### src/rtl/sgdma_pkg.sv
`timescale 1ns/1ps
package sgdma_pkg;
    localparam int DW          = 32;
    localparam int ENTRY_BYTES = 8;
    localparam int LAST_BIT    = 31;
    localparam int STW         = 5;

    // index into the five status bits (register bits 3..7)
    localparam int STB_TBLBE  = 0;
    localparam int STB_DATBE  = 1;
    localparam int STB_TBLW   = 2;
    localparam int STB_NARROW = 3;
    localparam int STB_DONE   = 4;

    localparam logic [1:0] SEL_CSR   = 2'd0;
    localparam logic [1:0] SEL_DADDR = 2'd1;
    localparam logic [1:0] SEL_DCNT  = 2'd2;
    localparam logic [1:0] SEL_TBASE = 2'd3;

    typedef enum logic [2:0] {
        ST_IDLE, ST_FETCH_A, ST_FETCH_C, ST_CHECK, ST_SCSI, ST_MEM, ST_HALT
    } sg_state_e;
endpackage

### src/rtl/sgdma_regs.sv
`timescale 1ns/1ps
module sgdma_regs
    import sgdma_pkg::*;
#(
    parameter int AW = 32,
    parameter int CW = 24
) (
    input  logic          clk,
    input  logic          rst_n,
    input  logic          reg_we,
    input  logic [1:0]    reg_sel,
    input  logic [AW-1:0] reg_wdata,
    input  logic          busy,
    output logic          en,
    output logic          tmode,
    output logic          dir,
    output logic          start,
    output logic [AW-1:0] dir_addr,
    output logic [CW-1:0] dir_cnt,
    output logic [AW-1:0] tbl_addr
);
    typedef struct packed {
        logic          en;
        logic          en_prev;
        logic          tmode;
        logic          dir;
        logic [AW-1:0] daddr;
        logic [CW-1:0] dcnt;
        logic [AW-1:0] tbase;
    } regs_t;

    regs_t q, d;

    always_comb begin
        d         = q;
        d.en_prev = q.en;
        if (reg_we) begin
            unique case (reg_sel)
                SEL_CSR: begin
                    d.en = reg_wdata[0];
                    if (!busy) begin
                        d.tmode = reg_wdata[1];
                        d.dir   = reg_wdata[2];
                    end
                end
                SEL_DADDR: if (!busy) d.daddr = reg_wdata;
                SEL_DCNT:  if (!busy) d.dcnt  = reg_wdata[CW-1:0];
                default:   if (!busy) d.tbase = reg_wdata;
            endcase
        end
    end

    always_ff @(posedge clk or negedge rst_n) begin
        if (!rst_n) q <= '0;
        else        q <= d;
    end

    assign en       = q.en;
    assign tmode    = q.tmode;
    assign dir      = q.dir;
    assign start    = q.en & ~q.en_prev;
    assign dir_addr = q.daddr;
    assign dir_cnt  = q.dcnt;
    assign tbl_addr = q.tbase;

    AST_ADDR_LOCKED: assert property (@(posedge clk) disable iff (!rst_n)
        (busy && reg_we && reg_sel == SEL_DADDR) |=> $stable(q.daddr));
    AST_MODE_LOCKED: assert property (@(posedge clk) disable iff (!rst_n)
        (busy && reg_we && reg_sel == SEL_CSR) |=> ($stable(q.tmode) && $stable(q.dir)));
endmodule

### src/rtl/sgdma_core.sv
`timescale 1ns/1ps
module sgdma_core
    import sgdma_pkg::*;
#(
    parameter int AW = 32,
    parameter int CW = 24
) (
    input  logic          clk,
    input  logic          rst_n,
    input  logic          en,
    input  logic          tmode,
    input  logic          dir,
    input  logic          start,
    input  logic [AW-1:0] dir_addr,
    input  logic [CW-1:0] dir_cnt,
    input  logic [AW-1:0] tbl_addr,
    output logic          mem_req,
    output logic          mem_we,
    output logic          mem_word,
    output logic [AW-1:0] mem_addr,
    output logic [DW-1:0] mem_wdata,
    input  logic [DW-1:0] mem_rdata,
    input  logic          mem_ack,
    input  logic          mem_berr,
    input  logic          mem_port32,
    input  logic          mem_port8,
    output logic          scsi_req,
    output logic          scsi_word,
    output logic [DW-1:0] scsi_wdata,
    input  logic [DW-1:0] scsi_rdata,
    input  logic          scsi_ack,
    output logic [STW-1:0] stat,
    output logic          busy
);
    typedef struct packed {
        sg_state_e     st;
        logic [AW-1:0] addr;
        logic [AW-1:0] ptr;
        logic [CW-1:0] cnt;
        logic          last;
        logic [DW-1:0] hold;
        logic [STW-1:0] stat;
    } core_t;

    core_t q, d;
    logic          big;
    logic [AW-1:0] astep;
    logic [CW-1:0] cstep;

    assign big   = (q.cnt >= CW'(4));
    assign astep = big ? AW'(4) : AW'(1);
    assign cstep = big ? CW'(4) : CW'(1);

    always_comb begin
        d = q;
        if (!en) begin
            d.st   = ST_IDLE;
            d.stat = '0;
        end else begin
            unique case (q.st)
                ST_IDLE: if (start) begin
                    d.stat = '0;
                    if (tmode) begin
                        d.ptr = tbl_addr;
                        d.st  = ST_FETCH_A;
                    end else begin
                        d.addr = dir_addr;
                        d.cnt  = dir_cnt;
                        d.last = 1'b1;
                        d.st   = ST_CHECK;
                    end
                end
                ST_FETCH_A, ST_FETCH_C: begin
                    if (mem_berr) begin
                        d.stat[STB_TBLBE] = 1'b1;
                        d.stat[STB_DONE]  = 1'b1;
                        d.st              = ST_HALT;
                    end else if (mem_ack) begin
                        if (!mem_port32) begin
                            d.stat[STB_TBLW] = 1'b1;
                            d.stat[STB_DONE] = 1'b1;
                            d.st             = ST_HALT;
                        end else if (q.st == ST_FETCH_A) begin
                            d.addr = mem_rdata[AW-1:0];
                            d.st   = ST_FETCH_C;
                        end else begin
                            d.cnt  = mem_rdata[CW-1:0];
                            d.last = mem_rdata[LAST_BIT];
                            d.ptr  = q.ptr + AW'(ENTRY_BYTES);
                            d.st   = ST_CHECK;
                        end
                    end
                end
                ST_CHECK: begin
                    if (q.cnt == '0) begin
                        if (tmode && !q.last) begin
                            d.st = ST_FETCH_A;
                        end else begin
                            d.stat[STB_DONE] = 1'b1;
                            d.st             = ST_HALT;
                        end
                    end else begin
                        d.st = dir ? ST_MEM : ST_SCSI;
                    end
                end
                ST_SCSI: if (scsi_ack) begin
                    if (!dir) begin
                        d.hold = scsi_rdata;
                        d.st   = ST_MEM;
                    end else begin
                        d.addr = q.addr + astep;
                        d.cnt  = q.cnt - cstep;
                        d.st   = ST_CHECK;
                    end
                end
                ST_MEM: begin
                    if (mem_berr) begin
                        d.stat[STB_DATBE] = 1'b1;
                        d.stat[STB_DONE]  = 1'b1;
                        d.st              = ST_HALT;
                    end else if (mem_ack) begin
                        if (mem_port8) begin
                            d.stat[STB_NARROW] = 1'b1;
                            d.stat[STB_DONE]   = 1'b1;
                            d.st               = ST_HALT;
                        end else if (dir) begin
                            d.hold = mem_rdata;
                            d.st   = ST_SCSI;
                        end else begin
                            d.addr = q.addr + astep;
                            d.cnt  = q.cnt - cstep;
                            d.st   = ST_CHECK;
                        end
                    end
                end
                ST_HALT: ;
                default: d.st = ST_IDLE;
            endcase
        end
    end

    always_ff @(posedge clk or negedge rst_n) begin
        if (!rst_n) q <= '0;
        else        q <= d;
    end

    always_comb begin
        mem_req = en && (q.st == ST_FETCH_A || q.st == ST_FETCH_C || q.st == ST_MEM);
        unique case (q.st)
            ST_FETCH_A: mem_addr = q.ptr;
            ST_FETCH_C: mem_addr = q.ptr + AW'(4);
            default:    mem_addr = q.addr;
        endcase
    end

    assign mem_we     = (q.st == ST_MEM) && !dir;
    assign mem_word   = (q.st == ST_MEM) ? big : 1'b1;
    assign mem_wdata  = q.hold;
    assign scsi_req   = en && (q.st == ST_SCSI);
    assign scsi_word  = big;
    assign scsi_wdata = q.hold;
    assign stat       = q.stat;
    assign busy       = (q.st != ST_IDLE) && (q.st != ST_HALT);

    AST_HALT_QUIET: assert property (@(posedge clk) disable iff (!rst_n)
        q.stat[STB_DONE] |-> (!mem_req && !scsi_req));
    AST_ONE_CAUSE: assert property (@(posedge clk) disable iff (!rst_n)
        $onehot0(q.stat[STB_NARROW:STB_TBLBE]));
    AST_CLEAN_DONE_ZERO: assert property (@(posedge clk) disable iff (!rst_n)
        ($rose(q.stat[STB_DONE]) && q.stat[STB_NARROW:STB_TBLBE] == '0) |-> (q.cnt == '0));
    AST_DISABLE_CLEARS: assert property (@(posedge clk) disable iff (!rst_n)
        !en |=> (q.stat == '0));
    AST_STICKY: assert property (@(posedge clk) disable iff (!rst_n)
        (en && $past(en) && $past(q.stat[STB_DONE])) |-> q.stat[STB_DONE]);
endmodule

### src/rtl/sgdma_engine.sv
`timescale 1ns/1ps
module sgdma_engine
    import sgdma_pkg::*;
#(
    parameter int AW = 32,
    parameter int CW = 24
) (
    input  logic          clk,
    input  logic          rst_n,
    input  logic          reg_we,
    input  logic [1:0]    reg_sel,
    input  logic [AW-1:0] reg_wdata,
    output logic [7:0]    csr_o,
    output logic          mem_req,
    output logic          mem_we,
    output logic          mem_word,
    output logic [AW-1:0] mem_addr,
    output logic [DW-1:0] mem_wdata,
    input  logic [DW-1:0] mem_rdata,
    input  logic          mem_ack,
    input  logic          mem_berr,
    input  logic          mem_port32,
    input  logic          mem_port8,
    output logic          scsi_req,
    output logic          scsi_word,
    output logic [DW-1:0] scsi_wdata,
    input  logic [DW-1:0] scsi_rdata,
    input  logic          scsi_ack
);
    logic          en, tmode, dir, start, busy;
    logic [AW-1:0] dir_addr, tbl_addr;
    logic [CW-1:0] dir_cnt;
    logic [STW-1:0] stat;

    sgdma_regs #(.AW(AW), .CW(CW)) u_regs (
        .clk(clk), .rst_n(rst_n), .reg_we(reg_we), .reg_sel(reg_sel),
        .reg_wdata(reg_wdata), .busy(busy), .en(en), .tmode(tmode), .dir(dir),
        .start(start), .dir_addr(dir_addr), .dir_cnt(dir_cnt), .tbl_addr(tbl_addr)
    );

    sgdma_core #(.AW(AW), .CW(CW)) u_core (
        .clk(clk), .rst_n(rst_n), .en(en), .tmode(tmode), .dir(dir), .start(start),
        .dir_addr(dir_addr), .dir_cnt(dir_cnt), .tbl_addr(tbl_addr),
        .mem_req(mem_req), .mem_we(mem_we), .mem_word(mem_word), .mem_addr(mem_addr),
        .mem_wdata(mem_wdata), .mem_rdata(mem_rdata), .mem_ack(mem_ack),
        .mem_berr(mem_berr), .mem_port32(mem_port32), .mem_port8(mem_port8),
        .scsi_req(scsi_req), .scsi_word(scsi_word), .scsi_wdata(scsi_wdata),
        .scsi_rdata(scsi_rdata), .scsi_ack(scsi_ack), .stat(stat), .busy(busy)
    );

    assign csr_o = {(en ? stat : '0), dir, tmode, en};

    AST_REQ_EXCLUSIVE: assert property (@(posedge clk) disable iff (!rst_n)
        !(mem_req && scsi_req));
    AST_IDLE_NO_REQ: assert property (@(posedge clk) disable iff (!rst_n)
        (!en && $past(!en)) |-> (!mem_req && !scsi_req));
endmodule

### config.mk
export PLATFORM = sky130hd
export DESIGN_NAME = sgdma_engine
export DESIGN_NICKNAME = d
export VERILOG_FILES = /design/src/rtl/sgdma_pkg.sv /design/src/rtl/sgdma_regs.sv /design/src/rtl/sgdma_core.sv /design/src/rtl/sgdma_engine.sv
export SDC_FILE = /design/constraint.sdc
export NUM_CORES = 1
export LEC_CHECK = 0
export BUFFER_PORTS_ARGS = -buffer_cell sky130_fd_sc_hd__buf_2
export CORE_MARGIN = 2
export CORE_UTILIZATION = 55
export CTS_BUF_LIST = sky130_fd_sc_hd__clkbuf_8
export CTS_CLUSTER_DIAMETER = 60
export DETAILED_ROUTE_END_ITERATION = 6
export PLACE_DENSITY = 0.79
export SYNTH_ARGS = -nofsm -noshare
export SYNTH_HDL_FRONTEND = slang
export SYNTH_SLANG_ARGS = --single-unit
export TNS_END_PERCENT = 30
### constraint.sdc
create_clock -name clk -period 6.3 [get_ports clk]
set_input_delay 1.575 -clock clk [delete_from_list [all_inputs] [get_ports clk]]
set_output_delay 1.575 -clock clk [all_outputs]
set_load 0.05 [all_outputs]
==> flow_metrics.env <==
export IMPL_critPathLaunch="u_core.q[127]$_DFFE_PN0P_"
export IMPL_row_count=57
export IMPL_path_depth=6
export IMPL_r2r_start="u_core.q[59]$_DFFE_PN0P_"
export IMPL_wl_mm=42.2
export IMPL_cts_buffers=41
export IMPL_cp_cell_sequence="buf_4 > or3b_1 > nand2_4 > o311ai_0 > o311ai_0 > buf_2"
export IMPL_die_w_um=160
export IMPL_insertion_delay_ns=0.55
export IMPL_synth_edf_count=0
export IMPL_grt_usage=0.323
export IMPL_grt_max_degree=138
export IMPL_ir_drop_mv=0.365
export IMPL_setup_viol=0
export IMPL_clk_path_buf_depth=3
export IMPL_cts_tree="built"
export IMPL_drive_above_1_share=0.259
export IMPL_area_delta_synth_final_pct=10.8
export IMPL_cts_htree_levels=2
export IMPL_ys_ff_latch=221
export IMPL_min_period_ns=5.05
export IMPL_cp_endpoint="mem_addr[29]"
export IMPL_drt_initial_drc_count=1474
export IMPL_synth_area_per_cell_um2=8.92
export IMPL_fin_crit_sh=0.801
export IMPL_cp_end_kind="output port"
export IMPL_vias=12563
export IMPL_vias_per_cell=6.44
export IMPL_cp_max_fo=40
export IMPL_synth_area_mm2=0.0134
export IMPL_r2r_cells=10
export IMPL_antenna_cells=0
export IMPL_postCtsHoldBufs=0
export IMPL_first_global_vias=11972
export IMPL_relSlewSlack=0.159
export IMPL_dp_hpwl_mm=29.4
export IMPL_post_route_util=0.616
export IMPL_maxCapViolCount=0
export IMPL_first_pass_iters=6
export IMPL_fmax_mhz=198
export IMPL_cts_setup_buffers=0
export IMPL_total_power_mw=9.49
export IMPL_wl_per_cell_um=21.7
export IMPL_r2r_slack_ns=2.06
export IMPL_numPortBuffers=214
export IMPL_worstReg2RegEnd="u_core.q[123]$_DFFE_PN0P_"
export IMPL_coreArea_mm2=0.0242
export IMPL_ys_seq_area_frac=0.411
export IMPL_tns_ns=0
export IMPL_clockRootBuffer="clkbuf_8"
export IMPL_cts_resized=0
export IMPL_p_leak_nw=6.51
export IMPL_cp_start_kind="flip-flop"
export IMPL_grt_pass1_wl_mm=65.9
export IMPL_dieArea_mm2=0.0257
export IMPL_crit_type="flip-flop to output port"
export IMPL_cp_arrival_ns=3.47
export IMPL_fin_nets=1711
export IMPL_worst_pin_slew_ns=1.26
export IMPL_synth_ff_type="dfrtp_1"
export IMPL_maxSlewViolCount=0
export IMPL_cp_top_family="simple AND/OR/NAND/NOR gates"
export IMPL_power_density_mw_per_mm2=637
export IMPL_worstHoldPathType="flip-flop to flip-flop"
export IMPL_fp_dieH_um=160
export IMPL_cts_sinks=221
export IMPL_antenna_found_initial=0
export IMPL_gr_total_overflow=0
export IMPL_slowest_stage="or3b_1"
export IMPL_synth_nets=1621
export IMPL_synth_async_reset_ratio=1.00
export IMPL_final_cell_mix="dfrtp_1, buf_2, nand2_1, o21ai_0, nor2_1"
export IMPL_drtAntennaViolNets=0
export IMPL_synth_distinct_cells=83
export IMPL_initial_utilization=0.556
export IMPL_final_common_cell="dfrtp_1"
export IMPL_synthCells=1507
export IMPL_crit_required_ns=4.72
export IMPL_ioPinCount=215
export IMPL_drcViolationCount=0
export IMPL_skew_ns=0.0260
export IMPL_rsz0062_at_grt="no"
export IMPL_crit_path_frequent_cell="o311ai_0"
export IMPL_path_clk_slew_ns=0.06
export IMPL_status="completed"
export IMPL_crit_buf_inv=2
export IMPL_ys_warnings_count=0
export IMPL_routabilityCongestion=0.958
export IMPL_hold_viol=0
export IMPL_slowest_delay_ns=0.72
[sequential cells by signal, indices dropped and copies added (netlist names), 5 cells and up]
register          flops
u_core.mem_wdata     32
u_core.q             92
u_core.stat           5
u_regs.dir_addr      32
u_regs.dir_cnt       24
u_regs.tbl_addr      32
[final cells by class]
cell class | instances | area (µm²)
Clock inverter | 20 | 110
Multi-Input combinational cell | 1072 | 6790
Sequential cell | 221 | 5530
Timing Repair Buffer | 235 | 1250
Inverter | 26 | 97.6
Fill cell | 2084 | 9280
Tap cell | 324 | 405
Clock buffer | 52 | 716
[where the power goes]
part	leakage (nW)	internal (mW)	switching (mW)
logic	3.33	1.64	3.59
registers	2.71	2.09	0.771
clock network	0.478	0.779	0.621
[metal layers]
| metal | wire (µm) | GRT usage | part of all wire |
|---|---|---|---|
| met1 | 16800 | 0.430 | 0.40 |
| met3 | 3230 | 0.0436 | 0.076 |
| met2 | 20000 | 0.515 | 0.47 |
| met5 | 0 | 0 | 0 |
| met4 | 2240 | 0.174 | 0.053 |
[stage by stage]
step / hold slack (ns) / std cells / cell area [µm²] / setup WS (ns)
3_5_place_dp: 0.473 / 1878 / 14100 / 1.91
2_1_floorplan: 0.373 / 1507 / 13400 / 1.44
6_report: 0.494 / 1950 / 14900 / 1.25
4_1_cts: 0.493 / 1950 / 14900 / 1.33
5_1_grt: 0.502 / 1950 / 14900 / 1.13
3_3_place_gp: 0.463 / 1878 / 14100 / 1.94
[synthesized netlist by cell type, types with 7 or more instances]
cell	number	area, µm²
nand2_1	169	634
a22o_1	12	105
a22oi_1	24	180
nor3_1	29	145
ha_1	8	100
nand4_1	40	250
a21o_1	8	60.1
nand2b_1	7	43.8
o31a_1	10	87.6
o21ai_0	144	721
o211ai_1	9	67.6
a21oi_1	76	380
and4_1	7	61.3
a222oi_1	15	150
a41oi_1	10	87.6
o22ai_1	13	81.3
or2_2	7	43.8
a221o_1	9	90.1
inv_1	25	93.8
nor2b_1	10	62.6
clkbuf_1	50	188
buf_2	53	265
buf_4	74	556
a31oi_1	57	357
a221oi_1	8	70.1
nor2_1	110	413
mux2_2	93	1050
nor4_1	18	113
a2bb2oi_1	8	70.1
nand3_1	32	160
and3_1	14	87.6
o2bb2ai_1	11	96.3
dfrtp_1	221	5530
and2_1	12	75.1
[cell families (layout without fill, tap and decap cells)]
family / after synthesis / count (layout) / share of synthesized area
adders and majority gates: 8 / 8 / 0.00745
AOI/OAI and AO/OA: 470 / 470 / 0.228
and+or+nand+nor: 493 / 493 / 0.182
muxes: 97 / 97 / 0.0810
buffers and inverters: 214 / 333 / 0.0878
DFF: 221 / 221 / 0.411
xor gates and xnor gates: 4 / 4 / 0.00261
[worst reg2reg max path, delay by kind of cell, from the launching register on]
kind,cells,cell delay (ns)
flops,1,0.39
fa+ha+maj,1,0.38
buf+inv,1,0.15
simple gates,5,2.55
compound gates,3,0.71
[worst min-delay path by stage]
stage / from / to / slack, ns / cells after the start
6_report: u_core.q[37]$_DFFE_PN0P_ / u_core.q[37]$_DFFE_PN0P_ / 0.49 / 2
5_1_grt: u_core.q[37]$_DFFE_PN0P_ / u_core.q[37]$_DFFE_PN0P_ / 0.50 / 2
4_1_cts: u_core.q[37]$_DFFE_PN0P_ / u_core.q[37]$_DFFE_PN0P_ / 0.49 / 2
3_5_place_dp: u_core.q[37]$_DFFE_PN0P_ / u_core.q[37]$_DFFE_PN0P_ / 0.47 / 2
3_3_place_gp: u_core.q[37]$_DFFE_PN0P_ / u_core.q[37]$_DFFE_PN0P_ / 0.46 / 2
2_1_floorplan: u_regs.en$_DFFE_PN0P_ / u_regs.q[90]$_DFF_PN0_ / 0.37 / 0
Note: power is estimated with default switching activity, not from simulation.
